### src/rtl/pulse_acc_counter.sv
module pulse_acc_counter #(
  parameter int CNT_W       = 8,
  parameter int PRESC_DIV   = 64,
  parameter int SYNC_STAGES = 2
) (
  input  logic             clk,
  input  logic             rst_n,
  input  logic             pulse_in,
  input  logic             mode_gated,
  input  logic             pol_sel,
  input  logic             bus_wr,
  input  logic [CNT_W-1:0] bus_wdata,
  output logic [CNT_W-1:0] bus_rdata,
  output logic             presc_tick,
  output logic             ovf_pulse
);
  localparam int PW = $clog2(PRESC_DIV);

  logic [SYNC_STAGES-1:0] sync_q;
  logic                   prev_q;
  logic [PW-1:0]          presc_q;
  logic [CNT_W-1:0]       count_q;
  logic                   ovf_q;

  wire line     = sync_q[SYNC_STAGES-1];
  wire edge_hit = pol_sel ? (prev_q & ~line) : (~prev_q & line);
  wire lvl_hit  = line ^ pol_sel;
  wire inc      = mode_gated ? (presc_tick & lvl_hit) : edge_hit;

  assign presc_tick = (presc_q == PW'(PRESC_DIV - 1));
  assign bus_rdata  = count_q;
  assign ovf_pulse  = ovf_q;

  always_ff @(posedge clk or negedge rst_n) begin
    if (!rst_n) begin
      sync_q  <= '0;
      prev_q  <= 1'b0;
      presc_q <= '0;
      ovf_q   <= 1'b0;
    end else begin
      sync_q  <= {sync_q[SYNC_STAGES-2:0], pulse_in};
      prev_q  <= line;
      presc_q <= presc_tick ? '0 : presc_q + 1'b1;
      ovf_q   <= inc & ~bus_wr & (count_q == '1);
    end
  end

  // no reset: the count survives it
  always_ff @(posedge clk) begin
    if (bus_wr)   count_q <= bus_wdata;
    else if (inc) count_q <= count_q + 1'b1;
  end
endmodule

### config.mk
export PLATFORM = sky130hd
export DESIGN_NAME = pulse_acc_counter
export DESIGN_NICKNAME = d
export VERILOG_FILES = /design/src/rtl/pulse_acc_counter.sv
export SDC_FILE = /design/constraint.sdc
export NUM_CORES = 1
export LEC_CHECK = 0
export ABC_CLOCK_PERIOD_IN_PS = 2800
export BUFFER_PORTS_ARGS = -buffer_cell sky130_fd_sc_hd__buf_2
export CAP_MARGIN = 15
export CORE_MARGIN = 4
export CORE_UTILIZATION = 53
export CTS_CLUSTER_SIZE = 16
export DETAILED_ROUTE_END_ITERATION = 10
export PLACE_DENSITY = 0.81
export RECOVER_POWER = 25
export SYNTH_ARGS = -nofsm -noshare
export SYNTH_HDL_FRONTEND = slang
export SYNTH_SLANG_ARGS = --single-unit
### constraint.sdc
create_clock -name clk -period 2.8 [get_ports clk]
set_clock_uncertainty 0.05 [all_clocks]
set_input_delay 0.14 -clock clk [delete_from_list [all_inputs] [get_ports clk]]
set_output_delay 0.14 -clock clk [all_outputs]
set_load 0.005 [all_outputs]
==> results.sh, run 1 <==
export IMPL_netlist_area_sq_um=875.8
export IMPL_p_sw_uw=129.8
export IMPL_cpMaxStageDelayCell="o21bai_1"
export IMPL_crit_arrival_ns=1.75
export IMPL_layout_common_cells="buf_2, nand3_1, dfrtp_1"
export IMPL_timing_hold_ws_ns=0.07324
export IMPL_grt_max_degree=20
export IMPL_period_share_pct=66.52
export IMPL_die_area_sq_mm=0.002367
export IMPL_cts_htree_levels=1
export IMPL_crit_required_ns=2.68
export IMPL_slew_viol_final=0
export IMPL_drv_cap=0
export IMPL_switching_share_pct=24.01
export IMPL_layout_commonest_cell="buf_2"
export IMPL_std_cell_rows=14
export IMPL_via_per_inst=5.628
export IMPL_yosysUniqueCellTypes=26
export IMPL_comb_power_share_pct=12.8
export IMPL_numCtsBuffers=3
export IMPL_worstPathMaxFanout=8
export IMPL_layout_drive_gt1_share_pct=27.62
export IMPL_vias=681
export IMPL_placed_cells=115
export IMPL_routed_wl_mm=1.676
export IMPL_cts_max_path_buffers=2
export IMPL_intPower_uw=411.0
export IMPL_grt_pass1_vias=670
export IMPL_cts_tree="yes"
export IMPL_clock_sinks=18
export IMPL_diodes=0
export IMPL_portBuffers=23
export IMPL_post_synth_cell_area_avg_sq_um=11.23
export IMPL_final_cell_count_no_fill=121
export IMPL_worstSkewPairLatency_ns=0.29
export IMPL_vdd_ir_drop_max_mv=0.3351
export IMPL_power_frac_clock_pct=28.9
export IMPL_finalWeightedCongestion=0.8649
export IMPL_synthToLayoutAreaGrowth_pct=19.14
export IMPL_tightest_slew_ns=0.7254
export IMPL_place_hpwl_mm=1.175
export IMPL_grt_pass1_wl_mm=2.884
export IMPL_cpPeakStageDelay_ns=0.61
export IMPL_outcome="finished, final reports clean"
export IMPL_io_pins=24
export IMPL_dieWidth_um=48.65
export IMPL_power_uw=540.8
export IMPL_postSynthCellCount=78
export IMPL_drtAntennaViolNets=0
export IMPL_start_util_pct=56.82
export IMPL_ys_top_cells_by_area="dfrtp_1, edfxtp_1, nand3_1, xor2_1, o21ai_0"
export IMPL_power_density_mw_per_mm2=518.3
export IMPL_clk_pin_slew_ns=0.10
export IMPL_max_freq_mhz=536.9
export IMPL_slew_headroom_pct=51.54
export IMPL_rsz0062_at_grt="no"
export IMPL_clock_root_buffer="clkbuf_4"
export IMPL_drc=0
export IMPL_core_area_sq_mm=0.001541
export IMPL_p_seq_share_pct=58.3
export IMPL_leakage_nw=0.4566
export IMPL_crit_chain="ha_1, a31oi_1, o21bai_1"
export IMPL_post_route_min_period_ns=1.863
export IMPL_ys_seq_area_share_pct=56.00
export IMPL_yosysTopAreaCellShare_pct=28.57
export IMPL_grt_usage_pct=15.26
export IMPL_synthesis_nets=94
export IMPL_finalHoldViolCount=0
export IMPL_start_kind="flop"
export IMPL_synth_area_leader_cell="dfrtp_1"
export IMPL_antenna_found_initial=0
export IMPL_die_h_um=48.65
export IMPL_firstDrtPassIters=4
export IMPL_wire_per_inst_um=13.85
export IMPL_worstSetupPathType="flop to flop"
export IMPL_tns_ns=0
export IMPL_ys_warn_count=0
export IMPL_ys_ff_latch=18
export IMPL_min_path_type="input port to flop"
export IMPL_fin_nets=122
export IMPL_overflow=0
export IMPL_drt_iter0_drc=11
export IMPL_end_kind="flop"
export IMPL_setup_viol=0
-- flip-flops by register name (all words and copies together), names as in the netlist --
| signal | flops |
|---|---|
| presc_q | 6 |
| ovf_pulse | 1 |
| bus_rdata | 8 |
| prev_q | 1 |
| sync_q | 2 |
-- synthesized netlist by cell type --
master	number
dfrtp_1	10
nand3_1	10
edfxtp_1	8
nand2_1	8
o21ai_0	6
nor2b_1	4
xor2_1	4
o21ai_1	3
and3_1	2
buf_6	2
ha_1	2
inv_1	2
nor2_1	2
or4_1	2
xnor2_1	2
a21oi_1	1
a221o_1	1
a2bb2oi_1	1
a31oi_1	1
mux2_2	1
nand2b_1	1
nand4_2	1
nor4_1	1
nor4_2	1
o21bai_1	1
or2_1	1
-- final cells by class --
cell class | count | area [sq um]
Sequential cell | 18 | 490.5
Multi-Input combinational cell | 56 | 355.3
Fill cell | 120 | 498.0
Clock buffer | 4 | 36.28
Tap cell | 16 | 20.02
Timing Repair Buffer | 25 | 133.9
Inverter | 2 | 7.507
-- worst paths after layout --
path / start / to / slack [ns] / depth (start not counted)
hold reg to reg: sync_q[0]$_DFF_PN0_ / sync_q[1]$_DFF_PN0_ / 0.33 / 0
min in group asynchronous: rst_n / presc_q[2]$_DFF_PN0_ / 0.26 / 2
setup / recovery: presc_q[0]$_DFF_PN0_ / bus_rdata[3]$_DFFE_PP_ / 0.94 / 3
max in group asynchronous: rst_n / prev_q$_DFF_PN0_ / 2.10 / 2
hold / removal: bus_wdata[0] / bus_rdata[0]$_DFFE_PP_ / 0.07 / 3
setup reg to reg: presc_q[0]$_DFF_PN0_ / bus_rdata[3]$_DFFE_PP_ / 0.94 / 3
-- power groups by stage --
stage / registers, mW / logic [mW] / clock network [mW]
after floorplan: 0.318 / 0.0386 / 0
after global placement: 0.319 / 0.0661 / 0
after detailed placement: 0.320 / 0.0675 / 0
after CTS: 0.315 / 0.0708 / 0.159
after global routing: 0.318 / 0.0793 / 0.177
final: 0.315 / 0.0694 / 0.156
-- kinds of logic after synthesis --
group	synth area share [%]
and+or+nand+nor	21.00
DFF	56.00
AOI/OAI and AO/OA	9.429
xor gates and xnor gates	6.000
buffers and inverters	3.429
adders and majority gates	2.857
muxes	1.286
-- metrics by stage --
step / util [%] / setup slack, ns / instance area, sq um
3_3_place_gp: 64.12 / 1.015 / 988.4
5_1_grt: 67.69 / 0.7758 / 1044
6_report: 67.69 / 0.9375 / 1044
2_1_floorplan: - / 1.174 / 875.8
3_5_place_dp: 64.12 / 0.9371 / 988.4
4_1_cts: 67.78 / 0.9245 / 1045
-- metal layers --
metal	part of all wire (%)	vias to the layer above	GRT usage (%)
met1	46	319	20.72
li1	-	340	-
met3	5.2	5	3.067
met4	2.3	0	8.072
met2	46	17	22.83
met5	0	-	0
-- critical path: cells and delay by family, from the launching register on --
kind	cells	cell delay, ns
compound gates	2	0.76
flops	1	0.42
fa+ha+maj	1	0.27
-- what timing repair did --
action / 4_1_cts / 5_1_grt
endpoints found under the hold margin: 11 / 0
hold buffers: 2 / 0
gates resized for setup: 0 / 0
setup endpoints to repair: 0 / 0
setup buffers: 0 / 0
No activity file was read; power rests on OpenSTA's default activity.
==> run 2: changes to the inputs <==
--- a/config.mk
+++ b/config.mk
@@ -5,14 +5,14 @@
 export SDC_FILE = /design/constraint.sdc
 export NUM_CORES = 1
 export LEC_CHECK = 0
-export ABC_CLOCK_PERIOD_IN_PS = 2800
+export ABC_CLOCK_PERIOD_IN_PS = 1800
 export BUFFER_PORTS_ARGS = -buffer_cell sky130_fd_sc_hd__buf_2
 export CAP_MARGIN = 15
 export CORE_MARGIN = 4
-export CORE_UTILIZATION = 53
+export CORE_UTILIZATION = 50
 export CTS_CLUSTER_SIZE = 16
 export DETAILED_ROUTE_END_ITERATION = 10
-export PLACE_DENSITY = 0.81
+export PLACE_DENSITY = 0.77
 export RECOVER_POWER = 25
 export SYNTH_ARGS = -nofsm -noshare
 export SYNTH_HDL_FRONTEND = slang
==> constraint.sdc (replaced) <==
create_clock -name clk -period 1.8 [get_ports clk]
set_clock_uncertainty 0.05 [all_clocks]
set_input_delay 0.09 -clock clk [delete_from_list [all_inputs] [get_ports clk]]
set_output_delay 0.09 -clock clk [all_outputs]
set_load 0.005 [all_outputs]
==> run 2 against run 1 <==
  * Power rose by 56%
  * Global-route usage rose by 1.7 points
  * Worst hold slack got worse by 0.054 ns
  * Core utilization rose by 1.1 points
  * First-iteration DRC count rose by 18%
  * Count of clock-buffer cells in the layout did not move
  * Clock power rose by 56%
  * Non-clock buffer count rose by 5
  * Sequential share of layout area fell by 1.8 points
  * Flip-flop and latch count did not move
  * Register-to-register slack got worse by 0.79 ns
  * Largest cell class unchanged
  * Largest power group unchanged
==> results.sh, run 2 (synthesized netlist as in run 1, its figures left out) <==
export IMPL_die_h_um=49.86
export IMPL_drt_iter0_drc=13
export IMPL_period_share_pct=91.62
export IMPL_die_area_sq_mm=0.002486
export IMPL_finalHoldViolCount=0
export IMPL_layout_drive_gt1_share_pct=31.82
export IMPL_core_area_sq_mm=0.001577
export IMPL_finalWeightedCongestion=0.7367
export IMPL_worst_hold_startpoint="bus_wdata[5]"
export IMPL_vdd_ir_drop_max_mv=0.5649
export IMPL_grt_usage_pct=16.91
export IMPL_drv_cap=0
export IMPL_numCtsBuffers=3
export IMPL_fillCellCount=118
export IMPL_clock_root_buffer="clkbuf_4"
export IMPL_crit_required_ns=1.80
export IMPL_io_pins=24
export IMPL_max_freq_mhz=606.4
export IMPL_wire_per_inst_um=14.19
export IMPL_cpPeakStageDelay_ns=0.47
export IMPL_cts_max_path_buffers=2
export IMPL_power_uw=845.0
export IMPL_place_hpwl_mm=1.388
export IMPL_reg2reg_to="bus_rdata[6]$_DFFE_PP_"
export IMPL_holdPathStages=3
export IMPL_leakage_nw=0.4838
export IMPL_cts_htree_levels=1
export IMPL_critPathTopFamily="flip-flops"
export IMPL_min_path_type="input port to flop"
export IMPL_clk_pin_slew_ns=0.10
export IMPL_firstDrtPassIters=4
export IMPL_r2r_slack_ns=0.15
export IMPL_post_cts_buffers=0
export IMPL_largest_reg_flops=8
export IMPL_critPathBufInv=1
export IMPL_hold_path_end="bus_rdata[5]$_DFFE_PP_"
export IMPL_outcome="finished, final reports clean"
export IMPL_r2r_cells=4
export IMPL_worstSetupPathType="flop to flop"
export IMPL_crit_chain="ha_1, inv_1, or2_1, a221o_1"
export IMPL_tns_ns=0
export IMPL_slew_headroom_pct=65.19
export IMPL_power_density_mw_per_mm2=779.0
export IMPL_cpMaxStageDelayCell="edfxtp_1"
export IMPL_end_kind="flop"
export IMPL_grt_pass1_wl_mm=3.146
export IMPL_std_cell_rows=14
export IMPL_clock_sinks=18
export IMPL_layout_common_cells="buf_2, nand3_1, dfrtp_1"
export IMPL_setup_viol=0
export IMPL_drc=0
export IMPL_vias=702
export IMPL_grt_max_degree=20
export IMPL_layout_commonest_cell="buf_2"
export IMPL_slew_viol_final=0
export IMPL_routed_wl_mm=1.788
export IMPL_via_per_inst=5.571
export IMPL_crit_arrival_ns=1.65
export IMPL_drtAntennaViolNets=0
export IMPL_grt_pass1_vias=723
export IMPL_portBuffers=23
export IMPL_diodes=0
export IMPL_worstSkewPairLatency_ns=0.29
export IMPL_start_kind="flop"
export IMPL_post_route_min_period_ns=1.649
export IMPL_fin_nets=127
export IMPL_start_util_pct=55.56
export IMPL_antenna_found_initial=0
export IMPL_overflow=0
export IMPL_dieWidth_um=49.86
export IMPL_synthToLayoutAreaGrowth_pct=23.86
export IMPL_cts_tree="yes"
export IMPL_tightest_slew_ns=0.5222
export IMPL_rsz0062_at_grt="no"
export IMPL_r2r_start="bus_rdata[0]$_DFFE_PP_"
export IMPL_worstPathMaxFanout=6
run 2: cell count changes in the layout (fill, tap and decap cells not counted):
cell,before,now
o21bai_2,0,1
buf_4,0,5
o21bai_1,1,0
run 2: per-stage QoR:
step | utilization [%] | area [sq um] | cells | worst slack (ns) | hold slack [ns]
global placement | 65.08 | 1026 | 120 | 0.1335 | -0.09484
CTS | 68.65 | 1082 | 126 | 0.05265 | 0.01325
global route | 68.81 | 1085 | 126 | 0.05255 | 0.03075
detailed placement | 65.08 | 1026 | 120 | 0.05690 | -0.09238
floorplan | - | 875.8 | 78 | 0.1741 | -0.2556
finish | 68.81 | 1085 | 126 | 0.1509 | 0.01919
run 2: how the worst max path moves through the flow:
stage / start / to / slack [ns] / cells past startpoint
floorplan: presc_q[0]$_DFF_PN0_ / bus_rdata[0]$_DFFE_PP_ / 0.17 / 3
global placement: presc_q[4]$_DFF_PN0_ / bus_rdata[4]$_DFFE_PP_ / 0.13 / 3
detailed placement: presc_q[4]$_DFF_PN0_ / bus_rdata[3]$_DFFE_PP_ / 0.06 / 3
CTS: presc_q[4]$_DFF_PN0_ / bus_rdata[3]$_DFFE_PP_ / 0.05 / 3
global route: bus_rdata[0]$_DFFE_PP_ / bus_rdata[6]$_DFFE_PP_ / 0.05 / 4
finish: bus_rdata[0]$_DFFE_PP_ / bus_rdata[6]$_DFFE_PP_ / 0.15 / 4
run 2: final cells by class:
class                           count  area, sq um  share of cell area, %
Multi-Input combinational cell     56        359.1                  33.10
Tap cell                           16        20.02                  1.845
Sequential cell                    18        490.5                  45.21
Clock buffer                        4        36.28                  3.345
Timing Repair Buffer               30        171.4                  15.80
Inverter                            2        7.507                 0.6920
run 2: timing repair:
action / CTS / global route
endpoints found under the setup margin: 0 / 8
hold endpoints to repair: 11 / 0
resized for setup: 0 / 1
hold buffers: 2 / 0
run 2: power breakdown:
| group | switching (mW) | internal, mW |
|---|---|---|
| registers | 0.0281 | 0.461 |
| clock network | 0.121 | 0.123 |
| logic | 0.0555 | 0.0567 |
| total | 0.204 | 0.641 |
run 2: layer usage:
layer	vias up	GRT usage (%)	wire length (um)
met4	0	9.217	23
met2	26	27.09	880
met5	-	0	0
met1	323	21.96	775
li1	349	-	-
met3	4	2.410	109
run 2: tightest hold or removal path, cell delays in order:
cell and delay [ns]:
buf_2 0.08, nand2_1 0.04, nand3_1 0.05
==> run 3: changes to the inputs <==
--- a/config.mk
+++ b/config.mk
@@ -12,7 +12,7 @@
 export CORE_UTILIZATION = 50
 export CTS_CLUSTER_SIZE = 16
 export DETAILED_ROUTE_END_ITERATION = 10
-export PLACE_DENSITY = 0.77
+export PLACE_DENSITY = 0.84
 export RECOVER_POWER = 25
 export SYNTH_ARGS = -nofsm -noshare
 export SYNTH_HDL_FRONTEND = slang
==> run 3 against run 2 <==
  * Power up 1.3%
  * Via count up 0.28%
  * Clock power increased by 3%
  * Core utilization is the same
  * Register-to-register slack barely moved
  * Worst hold slack worse by 0.011 ns
  * Non-clock buffer count is the same
  * Fmax is 0.64% lower
  * Final area stayed put
  * Largest power group unchanged
==> results.sh, run 3 (synthesized netlist as in run 1, its figures left out) <==
export IMPL_outcome="finished, final reports clean"
export IMPL_r2r_start="bus_rdata[0]$_DFFE_PP_"
export IMPL_portBuffers=23
export IMPL_grt_pass1_wl_mm=3.118
export IMPL_crit_required_ns=1.81
export IMPL_clk_pin_slew_ns=0.10
export IMPL_power_uw=856.3
export IMPL_slew_viol_final=0
export IMPL_power_density_mw_per_mm2=789.3
export IMPL_p_sw_uw=214.9
export IMPL_finalHoldViolCount=0
export IMPL_dieWidth_um=49.86
export IMPL_reg2reg_to="bus_rdata[6]$_DFFE_PP_"
export IMPL_drt_iter0_drc=17
export IMPL_firstDrtPassIters=4
export IMPL_routed_wl_mm=1.842
export IMPL_period_share_pct=92.21
export IMPL_die_h_um=49.86
export IMPL_setup_viol=0
export IMPL_drv_cap=0
export IMPL_synthToLayoutAreaGrowth_pct=23.86
export IMPL_cts_max_path_buffers=2
export IMPL_slew_headroom_pct=63.17
export IMPL_tightest_slew_ns=0.5524
export IMPL_layout_drive_gt1_share_pct=31.82
export IMPL_holdPathStages=3
export IMPL_switching_share_pct=25.09
export IMPL_crit_arrival_ns=1.67
export IMPL_worst_hold_startpoint="bus_wdata[5]"
export IMPL_post_route_min_period_ns=1.660
export IMPL_r2r_cells=4
export IMPL_power_frac_clock_pct=29.4
export IMPL_hold_path_end="bus_rdata[5]$_DFFE_PP_"
export IMPL_layout_commonest_cell="buf_2"
export IMPL_dpl_cell_area_sq_mm=0.001026
export IMPL_die_area_sq_mm=0.002486
export IMPL_end_kind="flop"
export IMPL_p_seq_share_pct=57.3
export IMPL_final_area_sq_mm=0.001085
export IMPL_largest_reg_flops=8
export IMPL_vias=704
export IMPL_start_util_pct=55.56
export IMPL_worstPathMaxFanout=6
export IMPL_tns_ns=0
export IMPL_worstSetupPathType="flop to flop"
export IMPL_intPower_uw=641.4
export IMPL_leakage_nw=0.4838
export IMPL_drc=0
export IMPL_cts_tree="yes"
export IMPL_grt_usage_pct=16.88
export IMPL_vdd_ir_drop_max_mv=0.6311
export IMPL_cts_htree_levels=1
export IMPL_via_per_inst=5.587
export IMPL_clock_sinks=18
export IMPL_numCtsBuffers=3
export IMPL_comb_power_share_pct=13.3
export IMPL_place_hpwl_mm=1.406
export IMPL_wire_per_inst_um=14.62
export IMPL_finalWeightedCongestion=0.7204
export IMPL_io_pins=24
export IMPL_r2r_slack_ns=0.14
export IMPL_start_kind="flop"
export IMPL_rsz0062_at_grt="no"
export IMPL_fin_nets=127
export IMPL_worstSkewPairLatency_ns=0.30
export IMPL_final_util_pct=68.81
export IMPL_layout_common_cells="buf_2, nand3_1, dfrtp_1"
export IMPL_antenna_found_initial=0
export IMPL_drtAntennaViolNets=0
export IMPL_std_cell_rows=14
export IMPL_diodes=0
export IMPL_timing_hold_ws_ns=0.007961
export IMPL_core_area_sq_mm=0.001577
export IMPL_post_cts_buffers=0
export IMPL_overflow=0
export IMPL_clock_root_buffer="clkbuf_4"
export IMPL_grt_pass1_vias=711
export IMPL_grt_max_degree=20
export IMPL_min_path_type="input port to flop"
export IMPL_max_freq_mhz=602.5
[run 3: power groups by stage]
stage | clock network [mW] | registers, mW | logic (mW)
after floorplan | 0 | 0.495 | 0.0601
after global placement | 0 | 0.497 | 0.103
after detailed placement | 0 | 0.499 | 0.110
after CTS | 0.252 | 0.491 | 0.115
after global routing | 0.279 | 0.495 | 0.129
final | 0.252 | 0.491 | 0.114
[run 3: critical path: stages (launching register included)]
cell	delay, ns
edfxtp_1	0.47
ha_1	0.26
inv_1	0.08
or2_1	0.26
a221o_1	0.31
[run 3: area by class of cell]
class                      instances  area, sq um
sequential                        18        490.5
tap                               16        20.02
timing repair buffer              30        171.4
clock buffer                       4        36.28
fill                             134        491.7
inverter                           2        7.507
multi-input combinational         56        359.1
[run 3: worst max-delay path by stage]
| stage | slack [ns] | to | start | cells past startpoint |
|---|---|---|---|---|
| floorplan | 0.17 | bus_rdata[0]$_DFFE_PP_ | presc_q[0]$_DFF_PN0_ | 3 |
| global placement | 0.15 | bus_rdata[4]$_DFFE_PP_ | presc_q[4]$_DFF_PN0_ | 3 |
| detailed placement | 0.06 | bus_rdata[4]$_DFFE_PP_ | presc_q[4]$_DFF_PN0_ | 3 |
| CTS | 0.03 | bus_rdata[1]$_DFFE_PP_ | presc_q[1]$_DFF_PN0_ | 3 |
| global route | 0.03 | bus_rdata[6]$_DFFE_PP_ | bus_rdata[0]$_DFFE_PP_ | 4 |
| finish | 0.14 | bus_rdata[6]$_DFFE_PP_ | bus_rdata[0]$_DFFE_PP_ | 4 |
[run 3: metal layers]
metal,track usage [%],part of all wire [%],vias up
met5,0,0,-
met4,8.295,2.2,0
met3,3.012,4.3,6
met2,27.97,49,17
met1,21.00,44,330
li1,-,-,351
[run 3: through the flow]
step,instances,worst slack (ns)
after detailed placement,120,0.05523
after floorplan,78,0.1741
after global routing,126,0.03284
after CTS,126,0.03488
after global placement,120,0.1468
final,126,0.1403
[run 3: timing repair]
action / CTS / global route
hold endpoints to repair: 11 / 0
resized for setup: 0 / 1
endpoints found under the setup margin: 0 / 8
hold buffers: 2 / 0
